[config.mk]
export PLATFORM = sky130hd
export DESIGN_NAME = wbuf_top
export DESIGN_NICKNAME = d
export VERILOG_FILES = /design/src/rtl/wbuf_pkg.sv /design/src/rtl/wbuf_ctrl.sv /design/src/rtl/wbuf_store.sv /design/src/rtl/wbuf_fwd.sv /design/src/rtl/wbuf_top.sv
export SDC_FILE = /design/constraint.sdc
export NUM_CORES = 1
export LEC_CHECK = 0
export ABC_AREA = 1
export ABC_CLOCK_PERIOD_IN_PS = 7800
export BUFFER_PORTS_ARGS = -buffer_cell sky130_fd_sc_hd__buf_2
export CAP_MARGIN = 25
export CORE_UTILIZATION = 55
export CTS_BUF_LIST = sky130_fd_sc_hd__clkbuf_8 sky130_fd_sc_hd__clkbuf_16
export CTS_CLUSTER_DIAMETER = 50
export DETAILED_ROUTE_END_ITERATION = 6
export HOLD_SLACK_MARGIN = 0.15
export PLACE_DENSITY = 0.76
export SYNTH_ARGS = -nofsm -noshare
export SYNTH_HDL_FRONTEND = slang
export SYNTH_SLANG_ARGS = --single-unit
[constraint.sdc]
create_clock -name clk -period 7.8 [get_ports clk]
set_input_delay 0.78 -clock clk [delete_from_list [all_inputs] [get_ports clk]]
set_output_delay 0.78 -clock clk [all_outputs]
set_load 0.005 [all_outputs]
[src/rtl/wbuf_pkg.sv]
// Shared types for the store write buffer.
// Assumes nothing beyond a two-bit encoding of the queue operation.
package wbuf_pkg;
    // Queue update selected in one cycle: {push, pop}
    typedef enum logic [1:0] {
        OP_IDLE = 2'b00,
        OP_POP  = 2'b01,
        OP_PUSH = 2'b10,
        OP_BOTH = 2'b11
    } wb_op_e;
endpackage

[src/rtl/wbuf_ctrl.sv]
// Queue control: head/tail pointers, occupancy and handshake decisions.
// Assumes DEPTH is a power of two so the pointers wrap naturally.
module wbuf_ctrl
    import wbuf_pkg::*;
#(
    parameter int DEPTH = 4,
    parameter int PTR_W = $clog2(DEPTH),
    parameter int CNT_W = PTR_W + 1
) (
    input  logic             clk,
    input  logic             rst_n,
    input  logic             st_valid,
    input  logic             dr_ready,
    output logic [PTR_W-1:0] head,
    output logic [PTR_W-1:0] tail,
    output logic [CNT_W-1:0] count,
    output logic             st_ready,
    output logic             dr_valid,
    output logic             push,
    output logic             pop
);
    localparam logic [CNT_W-1:0] FULL_CNT = CNT_W'(DEPTH);
    localparam logic [PTR_W-1:0] ONE_PTR  = PTR_W'(1);
    localparam logic [CNT_W-1:0] ONE_CNT  = CNT_W'(1);

    wb_op_e op;

    // Decide readiness and which handshakes complete this cycle
    always_comb begin
        st_ready = (count != FULL_CNT);
        dr_valid = (count != '0);
        push     = st_valid && st_ready;
        pop      = dr_valid && dr_ready;
        op       = wb_op_e'({push, pop});
    end

    // Advance pointers and occupancy according to the selected operation
    always_ff @(posedge clk) begin
        if (!rst_n) begin
            head  <= '0;
            tail  <= '0;
            count <= '0;
        end else begin
            case (op)
                OP_PUSH: begin
                    tail  <= tail + ONE_PTR;
                    count <= count + ONE_CNT;
                end
                OP_POP: begin
                    head  <= head + ONE_PTR;
                    count <= count - ONE_CNT;
                end
                OP_BOTH: begin
                    tail  <= tail + ONE_PTR;
                    head  <= head + ONE_PTR;
                end
                default: ;
            endcase
        end
    end
endmodule

[src/rtl/wbuf_store.sv]
// Entry storage: one address/data/valid slot per queue position.
// Assumes push and pop never target the same slot in one cycle, which the
// controller guarantees (same slot only when empty or full).
module wbuf_store #(
    parameter int DEPTH = 4,
    parameter int AW    = 16,
    parameter int DW    = 32,
    parameter int PTR_W = $clog2(DEPTH)
) (
    input  logic                      clk,
    input  logic                      rst_n,
    input  logic                      push,
    input  logic                      pop,
    input  logic [PTR_W-1:0]          wr_idx,
    input  logic [PTR_W-1:0]          rd_idx,
    input  logic [AW-1:0]             wr_addr,
    input  logic [DW-1:0]             wr_data,
    output logic [DEPTH-1:0][AW-1:0]  ent_addr,
    output logic [DEPTH-1:0][DW-1:0]  ent_data,
    output logic [DEPTH-1:0]          ent_valid
);
    for (genvar i = 0; i < DEPTH; i++) begin : g_slot
        localparam logic [PTR_W-1:0] SLOT = PTR_W'(i);

        // Fill the slot on a store at the tail, free it when drained
        always_ff @(posedge clk) begin
            if (!rst_n) begin
                ent_valid[i] <= 1'b0;
                ent_addr[i]  <= '0;
                ent_data[i]  <= '0;
            end else if (push && (wr_idx == SLOT)) begin
                ent_valid[i] <= 1'b1;
                ent_addr[i]  <= wr_addr;
                ent_data[i]  <= wr_data;
            end else if (pop && (rd_idx == SLOT)) begin
                ent_valid[i] <= 1'b0;
            end
        end
    end
endmodule

[src/rtl/wbuf_fwd.sv]
// Load lookup: compares every valid slot with the load address and picks
// the youngest match by walking slots from head (oldest) to newest.
// Assumes DEPTH is a power of two.
module wbuf_fwd #(
    parameter int DEPTH = 4,
    parameter int AW    = 16,
    parameter int DW    = 32,
    parameter int PTR_W = $clog2(DEPTH)
) (
    input  logic [DEPTH-1:0][AW-1:0]  ent_addr,
    input  logic [DEPTH-1:0][DW-1:0]  ent_data,
    input  logic [DEPTH-1:0]          ent_valid,
    input  logic [PTR_W-1:0]          head,
    input  logic [AW-1:0]             ld_addr,
    output logic                      ld_hit,
    output logic [DW-1:0]             ld_data
);
    logic [DEPTH-1:0] match;
    logic [PTR_W-1:0] slot;

    for (genvar i = 0; i < DEPTH; i++) begin : g_cmp
        // Per-slot address compare, gated by occupancy
        assign match[i] = ent_valid[i] && (ent_addr[i] == ld_addr);
    end

    // Age-ordered scan: a later (younger) match overrides an earlier one
    always_comb begin
        ld_hit  = 1'b0;
        ld_data = '0;
        slot    = head;
        for (int k = 0; k < DEPTH; k++) begin
            slot = head + PTR_W'(k);
            if (match[slot]) begin
                ld_hit  = 1'b1;
                ld_data = ent_data[slot];
            end
        end
    end
endmodule

[src/rtl/wbuf_top.sv]
// Store write buffer top: queues stores, drains them in order to memory
// and forwards the youngest matching pending store to loads.
// Assumes memory takes a drain only when it drives dr_ready in that cycle.
module wbuf_top #(
    parameter int DEPTH = 4,
    parameter int AW    = 16,
    parameter int DW    = 32
) (
    input  logic          clk,
    input  logic          rst_n,
    input  logic          st_valid,
    output logic          st_ready,
    input  logic [AW-1:0] st_addr,
    input  logic [DW-1:0] st_data,
    input  logic [AW-1:0] ld_addr,
    output logic          ld_hit,
    output logic [DW-1:0] ld_data,
    output logic          dr_valid,
    input  logic          dr_ready,
    output logic [AW-1:0] dr_addr,
    output logic [DW-1:0] dr_data
);
    localparam int PTR_W = $clog2(DEPTH);
    localparam int CNT_W = PTR_W + 1;

    logic [PTR_W-1:0]         head;
    logic [PTR_W-1:0]         tail;
    logic [CNT_W-1:0]         count;
    logic                     push;
    logic                     pop;
    logic [DEPTH-1:0][AW-1:0] ent_addr;
    logic [DEPTH-1:0][DW-1:0] ent_data;
    logic [DEPTH-1:0]         ent_valid;

    wbuf_ctrl #(.DEPTH(DEPTH), .PTR_W(PTR_W), .CNT_W(CNT_W)) u_ctrl (
        .clk      (clk),
        .rst_n    (rst_n),
        .st_valid (st_valid),
        .dr_ready (dr_ready),
        .head     (head),
        .tail     (tail),
        .count    (count),
        .st_ready (st_ready),
        .dr_valid (dr_valid),
        .push     (push),
        .pop      (pop)
    );

    wbuf_store #(.DEPTH(DEPTH), .AW(AW), .DW(DW), .PTR_W(PTR_W)) u_store (
        .clk       (clk),
        .rst_n     (rst_n),
        .push      (push),
        .pop       (pop),
        .wr_idx    (tail),
        .rd_idx    (head),
        .wr_addr   (st_addr),
        .wr_data   (st_data),
        .ent_addr  (ent_addr),
        .ent_data  (ent_data),
        .ent_valid (ent_valid)
    );

    wbuf_fwd #(.DEPTH(DEPTH), .AW(AW), .DW(DW), .PTR_W(PTR_W)) u_fwd (
        .ent_addr  (ent_addr),
        .ent_data  (ent_data),
        .ent_valid (ent_valid),
        .head      (head),
        .ld_addr   (ld_addr),
        .ld_hit    (ld_hit),
        .ld_data   (ld_data)
    );

    // Present the oldest entry on the drain port
    always_comb begin
        dr_addr = ent_addr[head];
        dr_data = ent_data[head];
    end
endmodule

# [Word-level counts from Yosys, hierarchy flattened]
# Index checks and enable logic that the tools add are counted.
[op_classes] n_reduce_logical=24 bitwise=0 shift=0 multipliers=0 div_mod_pow=0 order_cmp=4 n_eq_ne=14 n_addsub=6 muxes=35
[op_table] op="$bmux W32 S2" count=4
[op_table] op="$mux W32" count=8
[op_table] op="$eq A16 B16 Y1" count=4
[op_table] op="$bmux W16 S2" count=1
[op_table] op="$mux W1" count=16
[op_table] op="$mux W16" count=1
[op_table] op="$logic_and A1 B1 Y1" count=14
[op_table] op="$eq A2 B2 Y1 const B" count=6
[op_table] op="$lt A2 B3 Y1 const B" count=4
[op_table] op="$reduce_bool A2 Y1" count=5
[op_table] op="$bmux W1 S2" count=4
[op_table] op="$eq A2 B1 Y1 const B" count=3
[op_table] op="$pmux W3 S2" count=1
[op_table] op="$add A2 B1 Y2 const B" count=2
[op_table] op="$add A2 B2 Y2 const B" count=2
[op_table] op="$logic_not A2 Y1" count=2
[op_table] op="$reduce_or A2 Y1" count=2
[op_table] op="$add A3 B1 Y3 const B" count=1
[op_table] op="$ne A3 B3 Y1 const B" count=1
[op_table] op="$reduce_bool A3 Y1" count=1
[op_table] op="$sub A3 B1 Y3 const B" count=1
[word_totals] ram_bits=0 latch_bits=0 inputBits=68 regBits=203 rom_bits=0 elab_cells=98 out_inout_bits=83 n_memories=0

# [Longest topological paths before layout]
# Gate-level depths: netlist (run 1).
[depth] depth_word=8 depth_mapped=16 ltp_nobuf=15

# [By module]
# From an unflattened synthesis (run 1), not the netlist that was laid out.
[hier_totals] hier_cells=2871 hier_area_um2=16752.3
[modules_own_cells] mod="wbuf_store" n_inst=1 seq_area_each_um2=3923.8 cells_per_inst=895 area_per_inst_um2=7508.5
[modules_own_cells] mod="wbuf_fwd" n_inst=1 seq_area_each_um2=0.0 cells_per_inst=1356 area_per_inst_um2=6530.0
[modules_own_cells] mod="wbuf_top" n_inst=1 seq_area_each_um2=0.0 cells_per_inst=561 area_per_inst_um2=2299.7
[modules_own_cells] mod="wbuf_ctrl" n_inst=1 seq_area_each_um2=140.1 cells_per_inst=59 area_per_inst_um2=414.1

# [Least setup slack after synthesis (run 1)]
# Ideal clock, no wire load.
[synth_timing] path_kind="flip-flop to output port" startpoint="reg u_ctrl.head[0]" endpoint="out ld_data[10]" path_buffers=7 stages_incl_launch_ff=14 setup_slack_ns=4.459 arrival_ns=2.561 required_ns=7.020 cell_sequence="dfxtp_1 -> buf_2 -> buf_4 -> inv_2 -> clkbuf_1 -> clkbuf_1 -> ha_1 -> buf_2 -> clkbuf_1 -> buf_1 -> nand2_1 -> o21ai_0 -> nor2_1 -> a21oi_2"
[synth_via] elab_cells_between_ends=23 classes_between="3 x add/sub; 20 x mux"
[synth_rtl] element="start, declared" line="wbuf_ctrl.sv:14" rtl="output logic [PTR_W-1:0] head,"
[synth_rtl] element="start signal, assigned" line="wbuf_ctrl.sv:50" rtl="head <= head + ONE_PTR;"
[synth_rtl] element="start signal, assigned" line="wbuf_ctrl.sv:55" rtl="head <= head + ONE_PTR;"
[synth_rtl] element="$add A2 B2 Y2 *" line="wbuf_fwd.sv:32" rtl="slot = head + PTR_W'(k);"
[synth_rtl] element="named net u_fwd.slot[0]" line="wbuf_fwd.sv:19" rtl="logic [PTR_W-1:0] slot;"
[synth_rtl] element="$bmux W32 S2 / $bmux W1 S2 (equally long branches)" line="wbuf_fwd.sv:35, wbuf_fwd.sv:33"
[synth_rtl] element="$mux W32 (not written as such) / $mux W1 (equally long branches)" line="wbuf_fwd.sv:35, wbuf_fwd.sv:33"
[synth_rtl] element="$mux W32 *" line="wbuf_fwd.sv:33" rtl="if (match[slot]) begin"
[synth_rtl] element="end, declared" line="wbuf_top.sv:17" rtl="output logic [DW-1:0] ld_data,"
# Mark *: on every way through the listed nets, which the timed path passes. The rest lies on a longest branch. The select of a mux whose other input is x is not followed.

# [Worst setup path in the final report (run 1)]
[layout_timing] startpoint="reg u_ctrl.head[1]" endpoint="out ld_data[3]"
[layout_via] elab_chain_cells=6 elab_cells_between_ends=23 classes_between="3 x add/sub; 20 x mux"
[layout_rtl] element="$add A2 B1 Y2, or another cell as far along" line="wbuf_fwd.sv:32"
[layout_rtl] element="$bmux W32 S2, or another cell as far along" line="wbuf_fwd.sv:35" rtl="ld_data = ent_data[slot];"
[layout_rtl] element="$mux W32 (not written as such), or another cell as far along" line="wbuf_fwd.sv:35"
[layout_rtl] element="$mux W32 (2 in series)" line="wbuf_fwd.sv:33"
[layout_rtl] element="$mux W32 *" line="wbuf_fwd.sv:33"
# Every way passes the cells marked *; elsewhere a longest branch is shown, timed or not. The select of a mux whose other input is x is not followed.

==> summary.md, run 1 <==
| Metric | Value |
|---|---|
| Top_reg_cell synth | `dfxtp_1` |
| Grt ovf | `0` |
| I/O pin count | `between 150 and 200` |
| GPL Wtd Cong | `0.993` |
| Port bufs | `150` |
| DP Wirelength | `24300 µm` |
| Number of global-route vias before repair | `12400` |
| Leak | `6.26 nW` |
| Nets | `2319` |
| Wl on met1 | `17300 µm` |
| Crit path to | `ld_data[3]` |
| Critical path class | `reg -> out` |
| Total number of vias | `14100` |
| First-pass GRT wire length | `62100 µm` |
| Post-CTS Setup Bufs | `0` |
| Clk root buf | `clkbuf_16` |
| CTS Sinks | `203` |
| Synth top area cells | `dfxtp_1 (31%), nand2_1 (18%), o21ai_0 (15%)` |
| Time the worst path needs with I/O delays and setup | `5.13 ns` |
| Non-Filler Instances | `~2600` |
| Type of the worst min-delay path | `reg -> reg` |
| Setup TNS | `0 ns` |
| Drt total wl | `39100 µm` |
| Layout cell share with drive strength beyond 1 | `12.0%` |
| Max Slew Vio Count | `0` |
| Max incr delay on CP | `0.92 ns` |
| R2R setup slack | `4.80 ns` |
| Status | `completed` |
| Max_cap viols | `0` |
| Crit Path Max Fanout | `between 90 and 100` |
| Met3 routed WL | `3260 µm` |
| Pwr Density | `400 nW/µm²` |
| DR WL met2 | `17700 µm` |
| Post-synth top area share | `31.0%` |
| Core ar. | `~23000 µm²` |
| FP Rows | `56` |
| Yosys reg bits | `203` |
| Post-Syn Area per Cell | `5.94 µm²` |
| Pre-antenna DRT Iters | `6` |
| Number of routed nets with antenna violations | `0` |
| Dpl cells | `~2500` |
| Crit path cell chain | `inv_2, buf_4, nand3_2, nand2_1, buf_4, nand2_1, inv_1, nand2_1, a21oi_2, buf_2` |
| CTS tree | `done` |
| Drt drc | `0` |
| Die extent in y | `157 µm` |
| Crit path capture type | `output port` |
| Crit path launch | `u_ctrl.head[1]$_SDFFE_PN0P_` |
| Post-synthesis sequential area ratio | `a little under a third` |
| CTS resizes | `0` |
| Peak Freq | `just under 0.2 GHz` |
| Worst-Margin Slew | `1.05 ns` |
| Clock Latency Late Sink | `0.53 ns` |
| R2R Path End | `u_store.ent_data[61]$_SDFFE_PN0P_` |
| Distinct cells, synth | `27` |
| CTS Buf Count | `25` |
| Fillers | `2256` |
| Ys async rst share | `0%` |
| DIE AREA | `24500 µm²` |
| R2r worst-path depth | `9` |
| Largest area contributor in the netlist | `dfxtp_1` |
| Largest net degree at the start of global routing | `145` |
| Area Growth Syn to Fin | `11.2%` |
| Critical Path AT | `between 4 and 5 ns` |
| Top sig layer | `met4` |
| Post-CTS Hold Buffers | `0` |
| Yosys warns | `0` |
| Worst path top cell family by delay | `simple AND/OR/NAND/NOR gates` |
| Maximum vdd ir drop | `around 0.29 mV` |
| Clock-pin slew on the worst setup and hold paths | `0.06 ns` |
| Post-synth EDFFs | `0` |
| Startpoint types | `register` |
| Deepest clock path buffer count | `3` |
| Avg WL per Cell | `around 15 µm` |
| Final Hold Fails | `0` |
| Worst R2R Start | `u_ctrl.count[1]$_SDFFE_PN0P_` |
| Initial Util | `a little under three fifths` |
| Crit-path most repeated cell | `nand2_1` |
| All-Layer GR Usage | `about a third` |
| RSZ-0062 raised after global routing | `no` |
| DR iter-0 viols | `between 1000 and 1500` |
| Post-Syn Nets | `roughly 2300` |
| Slew HR | `between 30% and 40%` |
| Levels on crit path | `10` |
| Syn Std Cell Area | `13100 µm²` |
| H-tree Lvls | `1` |
| Vias per cell | `5.48` |
| Cell count after synthesis | `about 2200` |
| Clk_skew | `0.0115 ns` |
| Tcrit/Tclk final | `65.8%` |
| Die W | `between 150 and 200 µm` |
| Bufs and invs on worst path | `5` |
| Setup violators final | `0` |
| Initial antenna violation count | `1` |
| Slowest-stage cell, CP | `nand3_2` |
| CP required | `7.02 ns` |
==> state kept, by name (all words and copies together), names as in the netlist <==
signal and count:
u_store.ent_addr 64, u_store.ent_data 128, u_ctrl.head 2, u_ctrl.tail 2, u_ctrl.count 3, u_store.ent_valid 4
==> worst min path at each step <==
stage | from | to | cells past startpoint
2_1_floorplan | u_store.ent_valid[3]$_SDFFE_PN0P_ | u_store.ent_valid[3]$_SDFFE_PN0P_ | 2
3_3_place_gp | u_store.ent_data[38]$_SDFFE_PN0P_ | u_store.ent_data[38]$_SDFFE_PN0P_ | 2
3_5_place_dp | u_store.ent_data[46]$_SDFFE_PN0P_ | u_store.ent_data[46]$_SDFFE_PN0P_ | 2
4_1_cts | u_store.ent_data[46]$_SDFFE_PN0P_ | u_store.ent_data[46]$_SDFFE_PN0P_ | 2
5_1_grt | u_store.ent_data[11]$_SDFFE_PN0P_ | u_store.ent_data[11]$_SDFFE_PN0P_ | 2
6_report | u_store.ent_data[46]$_SDFFE_PN0P_ | u_store.ent_data[46]$_SDFFE_PN0P_ | 2
==> cells by family (layout without fill, tap and decap cells) <==
group | after synthesis | count (layout) | synth area share [%]
other | 0 | 2 | 0
AO/OA/AOI/OAI | 727 | 727 | 28.6
AND/OR/NAND/NOR | 831 | 831 | 25.3
buffers and inverters | 426 | 475 | 13.2
XOR/XNOR | 14 | 14 | 0.934
flip-flops | 203 | 203 | 31.0
adder cells (fa/ha/maj) | 10 | 10 | 1.01
==> layout make-up <==
cell class,instances,area [µm²],share of cell area (%)
timing repair buffer,167,953,6.53
sequential,203,4070,27.9
antenna,2,5.00,0.0343
clock inverter,18,163,1.11
clock buffer,28,667,4.57
tap,319,399,2.73
multi-input combinational,1582,7360,50.4
inverter,262,983,6.74
==> worst register-to-register path: stages (launching register included) <==
cell and delay, ns:
dfxtp_1 0.34, inv_1 0.09, nand3_1 0.10, nand2_1 0.15
inv_2 0.08, buf_4 0.56, nand2_2 0.64, buf_4 0.56
o21ai_0 0.29, a21oi_1 0.06
==> synth_stat cells (2+ instances only) <==
library cell,instances
o21ai_1,38
a21oi_2,29
clkbuf_1,90
buf_4,13
nand2_1,625
inv_1,247
o211ai_1,3
a21oi_1,251
buf_6,4
nor2_1,68
nor2_2,2
nand3_1,123
nand2_2,3
buf_1,12
nor3_1,3
o22ai_1,2
inv_2,15
xor2_1,11
ha_1,9
o21ai_0,404
dfxtp_1,203
nand3_2,2
nand4_1,4
xnor2_1,3
buf_2,45
==> layer usage <==
metal  vias up  track usage, %
li1       7214               -
met2       569            52.8
met4         0            10.3
met3        64            3.85
met5         -               0
met1      6292            41.7
==> metrics by stage <==
step / total power [mW] / util, % / cell area [µm²] / worst slack [ns] / hold WS [ns]
after floorplan: 3.70 / - / 13100 / 4.46 / 0.435
after CTS: 5.78 / 61.9 / 14500 / 2.51 / 0.463
after detailed placement: 4.63 / 58.4 / 13700 / 3.02 / 0.454
after global placement: 4.55 / 58.2 / 13700 / 3.10 / 0.449
after global routing: 6.33 / 62.2 / 14600 / 2.48 / 0.486
final: 5.84 / 62.2 / 14600 / 2.67 / 0.462
==> cells in the final DEF (no fill, tap or decap), types with 3 or more instances in the layout <==
| cell type | synthesis | layout |
|---|---|---|
| nand4_1 | 4 | 4 |
| a21oi_1 | 251 | 251 |
| a21oi_2 | 29 | 29 |
| clkbuf_16 | 0 | 25 |
| inv_1 | 247 | 249 |
| inv_2 | 15 | 17 |
| buf_4 | 13 | 14 |
| buf_16 | 0 | 3 |
| o21ai_1 | 38 | 38 |
| clkinv_2 | 0 | 4 |
| nand3_1 | 123 | 123 |
| xor2_1 | 11 | 11 |
| nand2_2 | 3 | 8 |
| nor2_1 | 68 | 68 |
| o21ai_0 | 404 | 404 |
| ha_1 | 9 | 7 |
| o211ai_1 | 3 | 3 |
| nor3_1 | 3 | 3 |
| nand2_1 | 625 | 620 |
| xnor2_1 | 3 | 3 |
| clkbuf_8 | 0 | 3 |
| inv_6 | 0 | 4 |
| dfxtp_1 | 203 | 201 |
| buf_2 | 45 | 149 |
==> report_power, final <==
part | switching [mW] | internal, mW | leakage, nW
clock network | 0.477 | 0.686 | 0.422
logic | 2.26 | 1.19 | 4.18
registers | 0.0609 | 1.16 | 1.66
total | 2.80 | 3.03 | 6.26
(Power assumes the default switching activity.)
==> run 2, diff against run 1 <==
--- a/config.mk
+++ b/config.mk
@@ -6,7 +6,7 @@
 export NUM_CORES = 1
 export LEC_CHECK = 0
 export ABC_AREA = 1
-export ABC_CLOCK_PERIOD_IN_PS = 7800
+export ABC_CLOCK_PERIOD_IN_PS = 5250
 export BUFFER_PORTS_ARGS = -buffer_cell sky130_fd_sc_hd__buf_2
 export CAP_MARGIN = 25
 export CORE_UTILIZATION = 55
==> constraint.sdc (replaced) <==
create_clock -name clk -period 5.25 [get_ports clk]
set_input_delay 0.525 -clock clk [delete_from_list [all_inputs] [get_ports clk]]
set_output_delay 0.525 -clock clk [all_outputs]
set_load 0.005 [all_outputs]
==> run 2 against run 1 <==
Against the previous run: wire length is 0.15% higher; first-iteration DRC count is 8.6% higher; clock power increased by 61%; final cell count rose by 0.15%.
==> summary.md, run 2 (same netlist as run 1, synthesis figures left out) <==
| Metric | Value |
|---|---|
| Largest register FFs | `128 (unchanged)` |
| Core ar. | `23500 µm² (unchanged)` |
| Leak | `6.29 nW (+0.48%)` |
| Initial antenna violation count | `2 (+1)` |
| RSZ-0062 raised after global routing | `no` |
| Hold slack | `0.293 ns (-0.170 ns)` |
| Commonest cells after routing, fill and taps aside | `nand2_1 (620), o21ai_0 (404), a21oi_1 (251), inv_1 (248), dfxtp_1 (201)` |
| DP Wirelength | `24600 µm (+1.3%)` |
| Biggest regs | `u_store.ent_data (128), u_store.ent_addr (64), u_store.ent_valid (4)` |
| Final Hold Fails | `0 (unchanged)` |
| Crit Path Max Fanout | `54 (-45%)` |
| Vias per cell | `5.46 (-0.29%)` |
| Die extent in y | `157 µm (unchanged)` |
| R2R setup slack | `2.47 ns (-2.33 ns)` |
| Largest net degree at the start of global routing | `128 (-12%)` |
| Met3 routed WL | `3100 µm (-5.1%)` |
| Port bufs | `150 (unchanged)` |
| Type of the worst min-delay path | `in -> reg` |
| CTS Sinks | `203 (unchanged)` |
| Total number of vias | `14100 (-0.13%)` |
| DR WL met2 | `17600 µm (-0.26%)` |
| FP Rows | `56 (unchanged)` |
| Avg WL per Cell | `15.2 µm (about the same)` |
| Fillers | `2283 (+1.2%)` |
| Die W | `157 µm (unchanged)` |
| Top sig layer | `met4` |
| Post-CTS Hold Buffers | `0 (unchanged)` |
| Area Growth Syn to Fin | `11.6%` |
| Nets | `2322 (+0.13%)` |
| Util after Layout | `62.4% (+0.22 points)` |
| Slew HR | `33.5% (+3.2 points)` |
| Pwr Density | `597 nW/µm² (+49%)` |
| Pre-antenna DRT Iters | `7 (+1)` |
| Drt total wl | `39200 µm (+0.15%)` |
| Clk root buf | `clkbuf_16` |
| CTS resizes | `0 (unchanged)` |
| Max_cap viols | `0 (unchanged)` |
| First-pass GRT wire length | `62900 µm (+1.2%)` |
| Wl on met1 | `17300 µm (-0.13%)` |
| Max Slew Vio Count | `0 (unchanged)` |
| Tcrit/Tclk final | `83.7%` |
| DR iter-0 viols | `1286 (+8.6%)` |
| Number of global-route vias before repair | `12600 (+1.6%)` |
| GPL Wtd Cong | `0.909 (-8.5%)` |
| Clock Latency Late Sink | `0.53 ns (about the same)` |
| Crit path capture type | `output port` |
| Setup WS post-layout | `0.855 ns (-1.82 ns)` |
| Reg with most FFs | `u_store.ent_data` |
| Deepest clock path buffer count | `3 (unchanged)` |
| Pwr Total | `8.75 mW (+50%)` |
| Grt ovf | `0 (unchanged)` |
| Leading cell type in the layout, fill and taps excluded | `nand2_1` |
| Number of routed nets with antenna violations | `0 (unchanged)` |
| Status | `completed` |
| Startpoint types | `register` |
| Critical path class | `reg -> out` |
| Setup TNS | `0 ns (unchanged)` |
| I/O pin count | `151 (unchanged)` |
| Peak Freq | `0.228 GHz` |
| Drt drc | `0 (unchanged)` |
| CTS Buf Count | `26 (+4.0%)` |
| Critical Path AT | `3.87 ns (-0.48 ns)` |
| Worst-Margin Slew | `0.998 ns (-0.0486 ns)` |
| Post-CTS Setup Bufs | `0 (unchanged)` |
| Layout cell share with drive strength beyond 1 | `12.2% (+0.16 points)` |
| All-Layer GR Usage | `31.8% (+0.39 points)` |
| CTS tree | `done` |
| Initial Util | `55.9% (unchanged)` |
| Clock-pin slew on the worst setup and hold paths | `0.07 ns (about the same)` |
| CP required | `4.72 ns (-2.30 ns)` |
| Pre-CTS setup slack | `1.49 ns (-1.54 ns)` |
| DIE AREA | `24500 µm² (unchanged)` |
| Clk_skew | `0.00959 ns (-0.00188 ns)` |
| Time the worst path needs with I/O delays and setup | `4.40 ns` |
| H-tree Lvls | `1 (unchanged)` |
| Setup violators final | `0 (unchanged)` |
| Maximum vdd ir drop | `0.401 mV (+40%)` |
run 2: final timing paths:
check                                    startpoint                           endpoint  cells after the start
setup / recovery        u_ctrl.head[0]$_SDFFE_PN0P_                        ld_data[28]                      8
hold / removal                           st_data[3]  u_store.ent_data[99]$_SDFFE_PN0P_                      3
setup reg to reg        u_ctrl.head[0]$_SDFFE_PN0P_        u_ctrl.head[1]$_SDFFE_PN0P_                      5
hold reg to reg   u_store.ent_data[50]$_SDFFE_PN0P_  u_store.ent_data[50]$_SDFFE_PN0P_                      2
run 2: final cells by class:
class / instances / area (µm²) / area share (%)
multi-input combinational: 1582 / 7360 / 50.2
sequential: 203 / 4070 / 27.8
inverter: 262 / 983 / 6.71
timing repair buffer: 169 / 916 / 6.25
clock buffer: 31 / 731 / 4.99
tap: 319 / 399 / 2.72
clock inverter: 16 / 186 / 1.27
antenna: 3 / 7.51 / 0.0512
run 2: critical path, cell delays in order (launching register included):
cell	delay, ns
dfxtp_4	0.47
inv_2	0.67
ha_4	0.39
nand2_2	0.70
nand2_4	0.50
nand2_1	0.28
nand2_1	0.09
a21oi_2	0.10
buf_2	0.12
run 2: power by group:
| group | switching [mW] | leakage (nW) | internal (mW) |
|---|---|---|---|
| Combinational | 3.31 | 4.17 | 1.73 |
| Clock | 0.719 | 0.462 | 1.15 |
| Sequential | 0.119 | 1.66 | 1.72 |
run 2: through the flow:
| stage | area [µm²] | cells |
|---|---|---|
| 6_report | 14700 | 2585 |
| 2_1_floorplan | 13100 | 2211 |
| 4_1_cts | 14600 | 2581 |
| 5_1_grt | 14600 | 2583 |
| 3_3_place_gp | 13700 | 2534 |
| 3_5_place_dp | 13700 | 2534 |
run 2: per-layer routing:
| layer | track usage (%) | up-vias |
|---|---|---|
| met2 | 53.2 | 518 |
| met1 | 42.2 | 6317 |
| met4 | 11.3 | 0 |
| li1 | - | 7200 |
| met5 | 0 | - |
| met3 | 3.63 | 85 |
